<file path="config.mk">
export PLATFORM = sky130hd
export DESIGN_NAME = gpio_irq_bank
export DESIGN_NICKNAME = d
export VERILOG_FILES = /design/src/rtl/gpio_irq_pkg.sv /design/src/rtl/gpio_irq_sync.sv /design/src/rtl/gpio_irq_detect.sv /design/src/rtl/gpio_irq_regs.sv /design/src/rtl/gpio_irq_bank.sv
export SDC_FILE = /design/constraint.sdc
export NUM_CORES = 1
export LEC_CHECK = 0
export BUFFER_PORTS_ARGS = -buffer_cell sky130_fd_sc_hd__buf_2
export CORE_ASPECT_RATIO = 1.4
export CORE_UTILIZATION = 30
export DETAILED_ROUTE_END_ITERATION = 7
export PLACE_DENSITY = 0.47
export SYNTH_ARGS = -nofsm -noshare
export SYNTH_HDL_FRONTEND = slang
export SYNTH_SLANG_ARGS = --single-unit
</file>
<file path="constraint.sdc">
create_clock -name clk_i -period 3.2 [get_ports clk_i]
set_input_delay 0.32 -clock clk_i [delete_from_list [all_inputs] [get_ports clk_i]]
set_output_delay 0.32 -clock clk_i [all_outputs]
set_load 0.02 [all_outputs]
</file>
<file path="src/rtl/gpio_irq_pkg.sv">
package gpio_irq_pkg;

  localparam int BUS_W = 32;

  // register group index taken from address bits above the alias field
  localparam int GRP_STATUS = 0;
  localparam int GRP_SRC_EN = 1;
  localparam int GRP_MODE   = 2;
  localparam int GRP_POL    = 3;
  localparam int GRP_MASK   = 4;

  typedef enum logic [1:0] {
    ALIAS_RAW = 2'd0,
    ALIAS_SET = 2'd1,
    ALIAS_CLR = 2'd2,
    ALIAS_TOG = 2'd3
  } alias_e;

  // one pin: does the trigger condition hold this cycle?
  function automatic logic f_trigger(input logic is_level, input logic act_high,
                                     input logic cur, input logic prev);
    logic at_level;
    at_level = act_high ? cur : ~cur;
    if (is_level) return at_level;
    return at_level && (cur != prev);
  endfunction

  // software view of a status write through one alias
  function automatic logic [BUS_W-1:0] f_alias_write(input logic [BUS_W-1:0] cur,
                                                     input alias_e sel,
                                                     input logic [BUS_W-1:0] wd);
    unique case (sel)
      ALIAS_RAW: return wd;
      ALIAS_SET: return cur | wd;
      ALIAS_CLR: return cur & ~wd;
      default:   return cur ^ wd;
    endcase
  endfunction

endpackage

</file>
<file path="src/rtl/gpio_irq_sync.sv">
module gpio_irq_sync #(
  parameter int N_PINS = 32,
  parameter int STAGES = 2
) (
  input  logic              clk_i,
  input  logic              rst_ni,
  input  logic [N_PINS-1:0] pin_i,
  output logic [N_PINS-1:0] pin_sync_o
);

  logic [N_PINS-1:0] stage_q [STAGES];

  generate
    for (genvar s = 0; s < STAGES; s++) begin : g_stage
      always_ff @(posedge clk_i or negedge rst_ni) begin
        if (!rst_ni) stage_q[s] <= '0;
        else if (s == 0) stage_q[s] <= pin_i;
        else stage_q[s] <= stage_q[(s == 0) ? 0 : s-1];
      end
    end
  endgenerate

  assign pin_sync_o = stage_q[STAGES-1];

endmodule

</file>
<file path="src/rtl/gpio_irq_detect.sv">
module gpio_irq_detect #(
  parameter int N_PINS = 32
) (
  input  logic              clk_i,
  input  logic              rst_ni,
  input  logic [N_PINS-1:0] pin_sync_i,
  input  logic [N_PINS-1:0] mode_level_i,
  input  logic [N_PINS-1:0] pol_high_i,
  output logic [N_PINS-1:0] hit_o,
  output logic [N_PINS-1:0] level_active_o
);
  import gpio_irq_pkg::*;

  logic [N_PINS-1:0] prev_q;

  always_ff @(posedge clk_i or negedge rst_ni) begin
    if (!rst_ni) prev_q <= '0;
    else prev_q <= pin_sync_i;
  end

  generate
    for (genvar p = 0; p < N_PINS; p++) begin : g_pin
      assign hit_o[p] = f_trigger(mode_level_i[p], pol_high_i[p],
                                  pin_sync_i[p], prev_q[p]);
      assign level_active_o[p] = mode_level_i[p] &&
                                 (pol_high_i[p] ? pin_sync_i[p] : ~pin_sync_i[p]);
    end
  endgenerate

  // an edge hit needs the pin to have moved since the last cycle
  assert_edge_moves_R4: assert property (@(posedge clk_i) disable iff (!rst_ni)
    ((hit_o & ~mode_level_i & ~(pin_sync_i ^ prev_q)) == '0));

endmodule

</file>
<file path="src/rtl/gpio_irq_regs.sv">
module gpio_irq_regs #(
  parameter int N_PINS = 32,
  parameter int ADDR_W = 8
) (
  input  logic                            clk_i,
  input  logic                            rst_ni,
  input  logic [ADDR_W-1:0]               bus_addr_i,
  input  logic                            bus_we_i,
  input  logic [gpio_irq_pkg::BUS_W-1:0]  bus_wdata_i,
  output logic [gpio_irq_pkg::BUS_W-1:0]  bus_rdata_o,
  input  logic [N_PINS-1:0]               hit_i,
  input  logic [N_PINS-1:0]               level_active_i,
  output logic [N_PINS-1:0]               src_en_o,
  output logic [N_PINS-1:0]               mode_level_o,
  output logic [N_PINS-1:0]               pol_high_o,
  output logic [N_PINS-1:0]               mask_o,
  output logic [N_PINS-1:0]               status_o
);
  import gpio_irq_pkg::*;

  localparam int GRP_W = ADDR_W - 4;

  logic [GRP_W-1:0] grp;
  alias_e           sel;
  logic             aligned;
  logic             wr_status, wr_en, wr_mode, wr_pol, wr_mask;

  logic [N_PINS-1:0] src_en_q, mode_q, pol_q, mask_q, status_q, status_d;
  logic [BUS_W-1:0]  status_ext, sw_view;

  // named internal events for the checks
  logic [N_PINS-1:0] hw_set;
  logic [N_PINS-1:0] clr_req;
  logic [N_PINS-1:0] clear_blocked;

  assign grp     = bus_addr_i[ADDR_W-1:4];
  assign sel     = alias_e'(bus_addr_i[3:2]);
  assign aligned = (bus_addr_i[1:0] == 2'b00);

  assign wr_status = bus_we_i && aligned && (grp == GRP_W'(GRP_STATUS));
  assign wr_en     = bus_we_i && aligned && (grp == GRP_W'(GRP_SRC_EN)) && (sel == ALIAS_RAW);
  assign wr_mode   = bus_we_i && aligned && (grp == GRP_W'(GRP_MODE))   && (sel == ALIAS_RAW);
  assign wr_pol    = bus_we_i && aligned && (grp == GRP_W'(GRP_POL))    && (sel == ALIAS_RAW);
  assign wr_mask   = bus_we_i && aligned && (grp == GRP_W'(GRP_MASK))   && (sel == ALIAS_RAW);

  assign hw_set        = hit_i & src_en_q;
  assign clr_req       = (wr_status && sel == ALIAS_CLR) ? bus_wdata_i[N_PINS-1:0] : '0;
  assign clear_blocked = clr_req & level_active_i & src_en_q;

  always_comb begin
    status_ext = '0;
    status_ext[N_PINS-1:0] = status_q;
    sw_view = wr_status ? f_alias_write(status_ext, sel, bus_wdata_i) : status_ext;
    // a hardware set takes priority over any software change this cycle
    status_d = sw_view[N_PINS-1:0] | hw_set;
  end

  always_ff @(posedge clk_i or negedge rst_ni) begin
    if (!rst_ni) begin
      src_en_q <= '0;
      mode_q   <= '0;
      pol_q    <= '0;
      mask_q   <= '0;
      status_q <= '0;
    end else begin
      if (wr_en)   src_en_q <= bus_wdata_i[N_PINS-1:0];
      if (wr_mode) mode_q   <= bus_wdata_i[N_PINS-1:0];
      if (wr_pol)  pol_q    <= bus_wdata_i[N_PINS-1:0];
      if (wr_mask) mask_q   <= bus_wdata_i[N_PINS-1:0];
      status_q <= status_d;
    end
  end

  always_comb begin
    bus_rdata_o = '0;
    if (aligned) begin
      if (grp == GRP_W'(GRP_STATUS))                           bus_rdata_o[N_PINS-1:0] = status_q;
      else if (grp == GRP_W'(GRP_SRC_EN) && sel == ALIAS_RAW)  bus_rdata_o[N_PINS-1:0] = src_en_q;
      else if (grp == GRP_W'(GRP_MODE)   && sel == ALIAS_RAW)  bus_rdata_o[N_PINS-1:0] = mode_q;
      else if (grp == GRP_W'(GRP_POL)    && sel == ALIAS_RAW)  bus_rdata_o[N_PINS-1:0] = pol_q;
      else if (grp == GRP_W'(GRP_MASK)   && sel == ALIAS_RAW)  bus_rdata_o[N_PINS-1:0] = mask_q;
    end
  end

  assign src_en_o     = src_en_q;
  assign mode_level_o = mode_q;
  assign pol_high_o   = pol_q;
  assign mask_o       = mask_q;
  assign status_o     = status_q;

  assert_hw_set_R4: assert property (@(posedge clk_i) disable iff (!rst_ni)
    (hw_set != '0) |=> ((status_q & $past(hw_set)) == $past(hw_set)));

  assert_no_set_disabled_R5: assert property (@(posedge clk_i) disable iff (!rst_ni)
    (!wr_status) |=> ((status_q & ~$past(status_q) & ~$past(src_en_q)) == '0));

  assert_clear_R6: assert property (@(posedge clk_i) disable iff (!rst_ni)
    ((clr_req & ~hit_i) != '0) |=> ((status_q & $past(clr_req & ~hit_i)) == '0));

  assert_level_sticky_R8: assert property (@(posedge clk_i) disable iff (!rst_ni)
    (clear_blocked != '0) |=> ((status_q & $past(clear_blocked)) == $past(clear_blocked)));

endmodule

</file>
<file path="src/rtl/gpio_irq_bank.sv">
module gpio_irq_bank #(
  parameter int N_PINS = 32,
  parameter int ADDR_W = 8
) (
  input  logic                           clk_i,
  input  logic                           rst_ni,
  input  logic [N_PINS-1:0]              pin_i,
  input  logic [ADDR_W-1:0]              bus_addr_i,
  input  logic                           bus_we_i,
  input  logic [gpio_irq_pkg::BUS_W-1:0] bus_wdata_i,
  output logic [gpio_irq_pkg::BUS_W-1:0] bus_rdata_o,
  output logic                           irq_o
);

  logic [N_PINS-1:0] pin_sync, hit, level_active;
  logic [N_PINS-1:0] src_en, mode_level, pol_high, mask, status;
  logic              irq_q;

  gpio_irq_sync #(.N_PINS(N_PINS), .STAGES(2)) sync_i (
    .clk_i      (clk_i),
    .rst_ni     (rst_ni),
    .pin_i      (pin_i),
    .pin_sync_o (pin_sync)
  );

  gpio_irq_detect #(.N_PINS(N_PINS)) detect_i (
    .clk_i          (clk_i),
    .rst_ni         (rst_ni),
    .pin_sync_i     (pin_sync),
    .mode_level_i   (mode_level),
    .pol_high_i     (pol_high),
    .hit_o          (hit),
    .level_active_o (level_active)
  );

  gpio_irq_regs #(.N_PINS(N_PINS), .ADDR_W(ADDR_W)) regs_i (
    .clk_i          (clk_i),
    .rst_ni         (rst_ni),
    .bus_addr_i     (bus_addr_i),
    .bus_we_i       (bus_we_i),
    .bus_wdata_i    (bus_wdata_i),
    .bus_rdata_o    (bus_rdata_o),
    .hit_i          (hit),
    .level_active_i (level_active),
    .src_en_o       (src_en),
    .mode_level_o   (mode_level),
    .pol_high_o     (pol_high),
    .mask_o         (mask),
    .status_o       (status)
  );

  always_ff @(posedge clk_i or negedge rst_ni) begin
    if (!rst_ni) irq_q <= 1'b0;
    else irq_q <= |(status & mask);
  end

  assign irq_o = irq_q;

  assert_irq_follows_R10: assert property (@(posedge clk_i) disable iff (!rst_ni)
    1'b1 |=> (irq_o == $past(|(status & mask))));

  assert_src_gate_R5: assert property (@(posedge clk_i) disable iff (!rst_ni)
    ((hit & src_en & ~status) != '0) |=> (status != '0));

endmodule

</file>
==> results_dict.tcl <==
set metrics [dict create \
    min_period_ns 2.63 \
    grt.overflow.total 0 \
    slowest_stage "buf_4" \
    cts.sinks 257 \
    grt_pass1_vias 10200 \
    netlist_instances 1274 \
    crit_arrival_ns 2.31 \
    gp_congestion 0.787 \
    p_sw_mw 2.31 \
    syn_nets 1413 \
    worstMarginPinSlew_ns 0.795 \
    cts_root_buffer "clkbuf_16" \
    hold_start "bus_wdata_i[25]" \
    power_density_nw_per_um2 555 \
    path_class "in -> out" \
    start_kind "input port" \
    internal-power_mw 6.29 \
    outcome "complete, no violations" \
    netlist_area_um2 12700 \
    worstPathCellList "buf_2 > buf_4 > nand3b_1 > buf_4 > o221ai_1 > a31oi_1 > buf_2" \
    ys_ff_latch 257 \
    switching_share_pct 26.9 \
    cts_inserted_buffers 29 \
    clkPwrFrac_pct 42.4 \
    place_area_um2 13900 \
    timing.rr.start "regs_i.status_o[29]" \
    wl_per_cell_um 19.7 \
    combPwrFrac_pct 11.9 \
    peakVddDrop_v 0.000399 \
    clk_latency_ns 0.56 \
    dr.pass1.iters 5 \
    synth_cell_type_count 32 \
    fin_setup_tns_ns 0 \
    maxCapViolCount 0 \
    final_common_cell "dfrtp_1" \
    period_share_pct 82.1 \
    drtIter0Drc 597 \
    die_y_um 245 \
    via_count 10200 \
    yosysWarnings 0 \
    maxSlewHeadroom_pct 47.0 \
    num_rows 88 \
    slew_violations 0 \
    finalSetupViolations 0 \
    clk_pin_slew_ns 0.06 \
    total_power_mw 8.60 \
    crit_path_start "bus_addr_i[4]" \
    grt_usage_pct 18.4 \
    final_cell_mix "dfrtp_1 (257), o21ai_0 (128), nand2_1 (128)" \
    cts_tree "yes" \
    cp_slowest_stage_delay_ns 0.43 \
    clockBufferDepth 3 \
    end_kind "output pin" \
    cts-resized-gates 0 \
    syn_area_per_cell_um2 9.95 \
    coreArea_um2 41400 \
    antenna_found_initial 0 \
    drt_wl_total_mm 39.1 \
    path_buf_inv 4 \
    die_area_um2 43100 \
    htree_levels 1 \
    grt_pass1_wl_mm 61.1 \
    hold_class "in -> reg" \
    worstPathRequired_ns 2.88 \
    area_growth_pct 22.3 \
    grt_setup_unrepaired "no" \
    drive_above_1_share_pct 14.1 \
    start_util_pct 30.6 \
    timing_hold_violations_final 0 \
    cts_setup_buffers 0 \
    ios 108 \
    diodes 0 \
    drc_errors 0 \
    ant_nets 0 \
    leakage_nw 7.21 \
    grt_max_degree 85 \
    layout.nets 1561 \
    ys_seq_area_share_pct 50.8 \
    dp.cells 1877 \
    fp.dieW_um 176 \
    finalNonFillerCells 1983 \
    fin_worst_skew_ns 0.0103 \
    crit_family "buffers and inverters" \
    via_per_inst 5.16 \
    p_seq_share_pct 45.6 \
    worstPathMaxFanout 27 \
    max_freq_mhz 381 \
    fin_area_um2 15500 \
    hold_buffers 54 \
    port_buffers 107 \
    dpl.hpwl_mm 26.2 \
]
## path summary, 6_finish.rpt
check | to | depth (start not counted) | slack [ns]
worst max-delay path | bus_rdata_o[30] | 7 | 0.57
worst min-delay path | regs_i.src_en_o[25] | 2 | 0.03
worst max register to register | irq_o | 3 | 1.55
worst min register to register | sync_i.pin_sync_o[10] | 0 | 0.35
max in group asynchronous | sync_i.pin_sync_o[18] | 3 | 1.88
min in group asynchronous | sync_i.stage_q[38] | 2 | 0.39
## cell type report
| cell class | count | area [µm²] |
|---|---|---|
| sequential | 257 | 6430 |
| multi-input combinational | 867 | 5660 |
| clock buffer | 42 | 835 |
| timing repair buffer | 203 | 1450 |
| fill | 4182 | 25900 |
| inverter | 64 | 240 |
| tap | 540 | 676 |
| clock inverter | 10 | 200 |
## cell usage after synthesis
library cell	number	area share, %
a211oi_1	64	3.8
a21oi_1	32	1.3
a221o_1	32	2.5
a22oi_1	16	0.95
a31oi_1	32	1.6
and3_1	64	3.2
and3b_1	1	0.069
buf_1	2	0.059
buf_2	17	0.67
buf_6	3	0.27
clkbuf_1	64	1.9
dfrtp_1	257	51
ha_1	64	6.3
inv_1	64	1.9
mux2_1	30	2.7
mux2_2	2	0.18
nand2_1	128	3.8
nand2_2	1	0.049
nand2b_1	65	3.2
nand3_1	33	1.3
nand3b_1	2	0.12
nand4_1	5	0.25
nand4b_1	1	0.069
nor2_1	66	2.0
nor2b_1	32	1.6
nor3b_1	1	0.059
nor4_4	1	0.17
nor4b_2	1	0.12
o21ai_0	128	5.1
o221ai_1	32	2.2
o31ai_1	32	1.9
or4_1	2	0.12
## stage by stage
step	util, %	hold slack, ns	worst slack [ns]
global placement	33.6	0.332	0.590
global route	37.4	0.0155	0.452
CTS	37.4	0.00259	0.578
detailed placement	33.6	0.335	0.574
floorplan	-	0.0244	1.03
finish	37.4	0.0273	0.573
## power groups by stage
stage / clock (mW) / sequential [mW] / combinational, mW
5_1_grt: 3.86 / 3.96 / 1.19
4_1_cts: 3.75 / 3.92 / 1.04
3_5_place_dp: 0 / 3.98 / 0.983
3_3_place_gp: 0 / 3.97 / 0.944
2_1_floorplan: 0 / 3.79 / 0.656
6_report: 3.65 / 3.92 / 1.03
## flip-flops by register name, indices dropped and copies added, names as in the netlist
name and cells:
sync_i.pin_sync_o 32, regs_i.pol_high_o 32, regs_i.src_en_o 32, regs_i.mask_o 32
regs_i.status_o 32, sync_i.stage_q 32, regs_i.mode_level_o 32, irq_o 1
detect_i.prev_q 32
## logic make-up (layout without fill, tap and decap cells)
| kind of cell | count (synthesis) | in the layout | synth area share (%) |
|---|---|---|---|
| AOI/OAI and AO/OA | 368 | 368 | 19.3 |
| and+or+nand+nor | 403 | 403 | 16.0 |
| muxes | 32 | 32 | 2.84 |
| DFF | 257 | 257 | 50.8 |
| adders and majority gates | 64 | 64 | 6.32 |
| buffers and inverters | 150 | 319 | 4.79 |
## worst register-to-register path, stage by stage, from the launching register on
cell and delay, ns:
dfrtp_1 0.43, a22oi_1 0.39, nand4_1 0.14, or4_1 0.55
## layer usage
| metal | routed length (µm) | global-route usage [%] | up-vias |
|---|---|---|---|
| li1 | - | - | 4862 |
| met2 | 19000 | 31.1 | 223 |
| met1 | 17600 | 24.3 | 5094 |
| met3 | 1380 | 2.03 | 53 |
| met4 | 1110 | 6.60 | 0 |
| met5 | 0 | 0 | - |
Note: power is estimated with default switching activity, not from simulation.
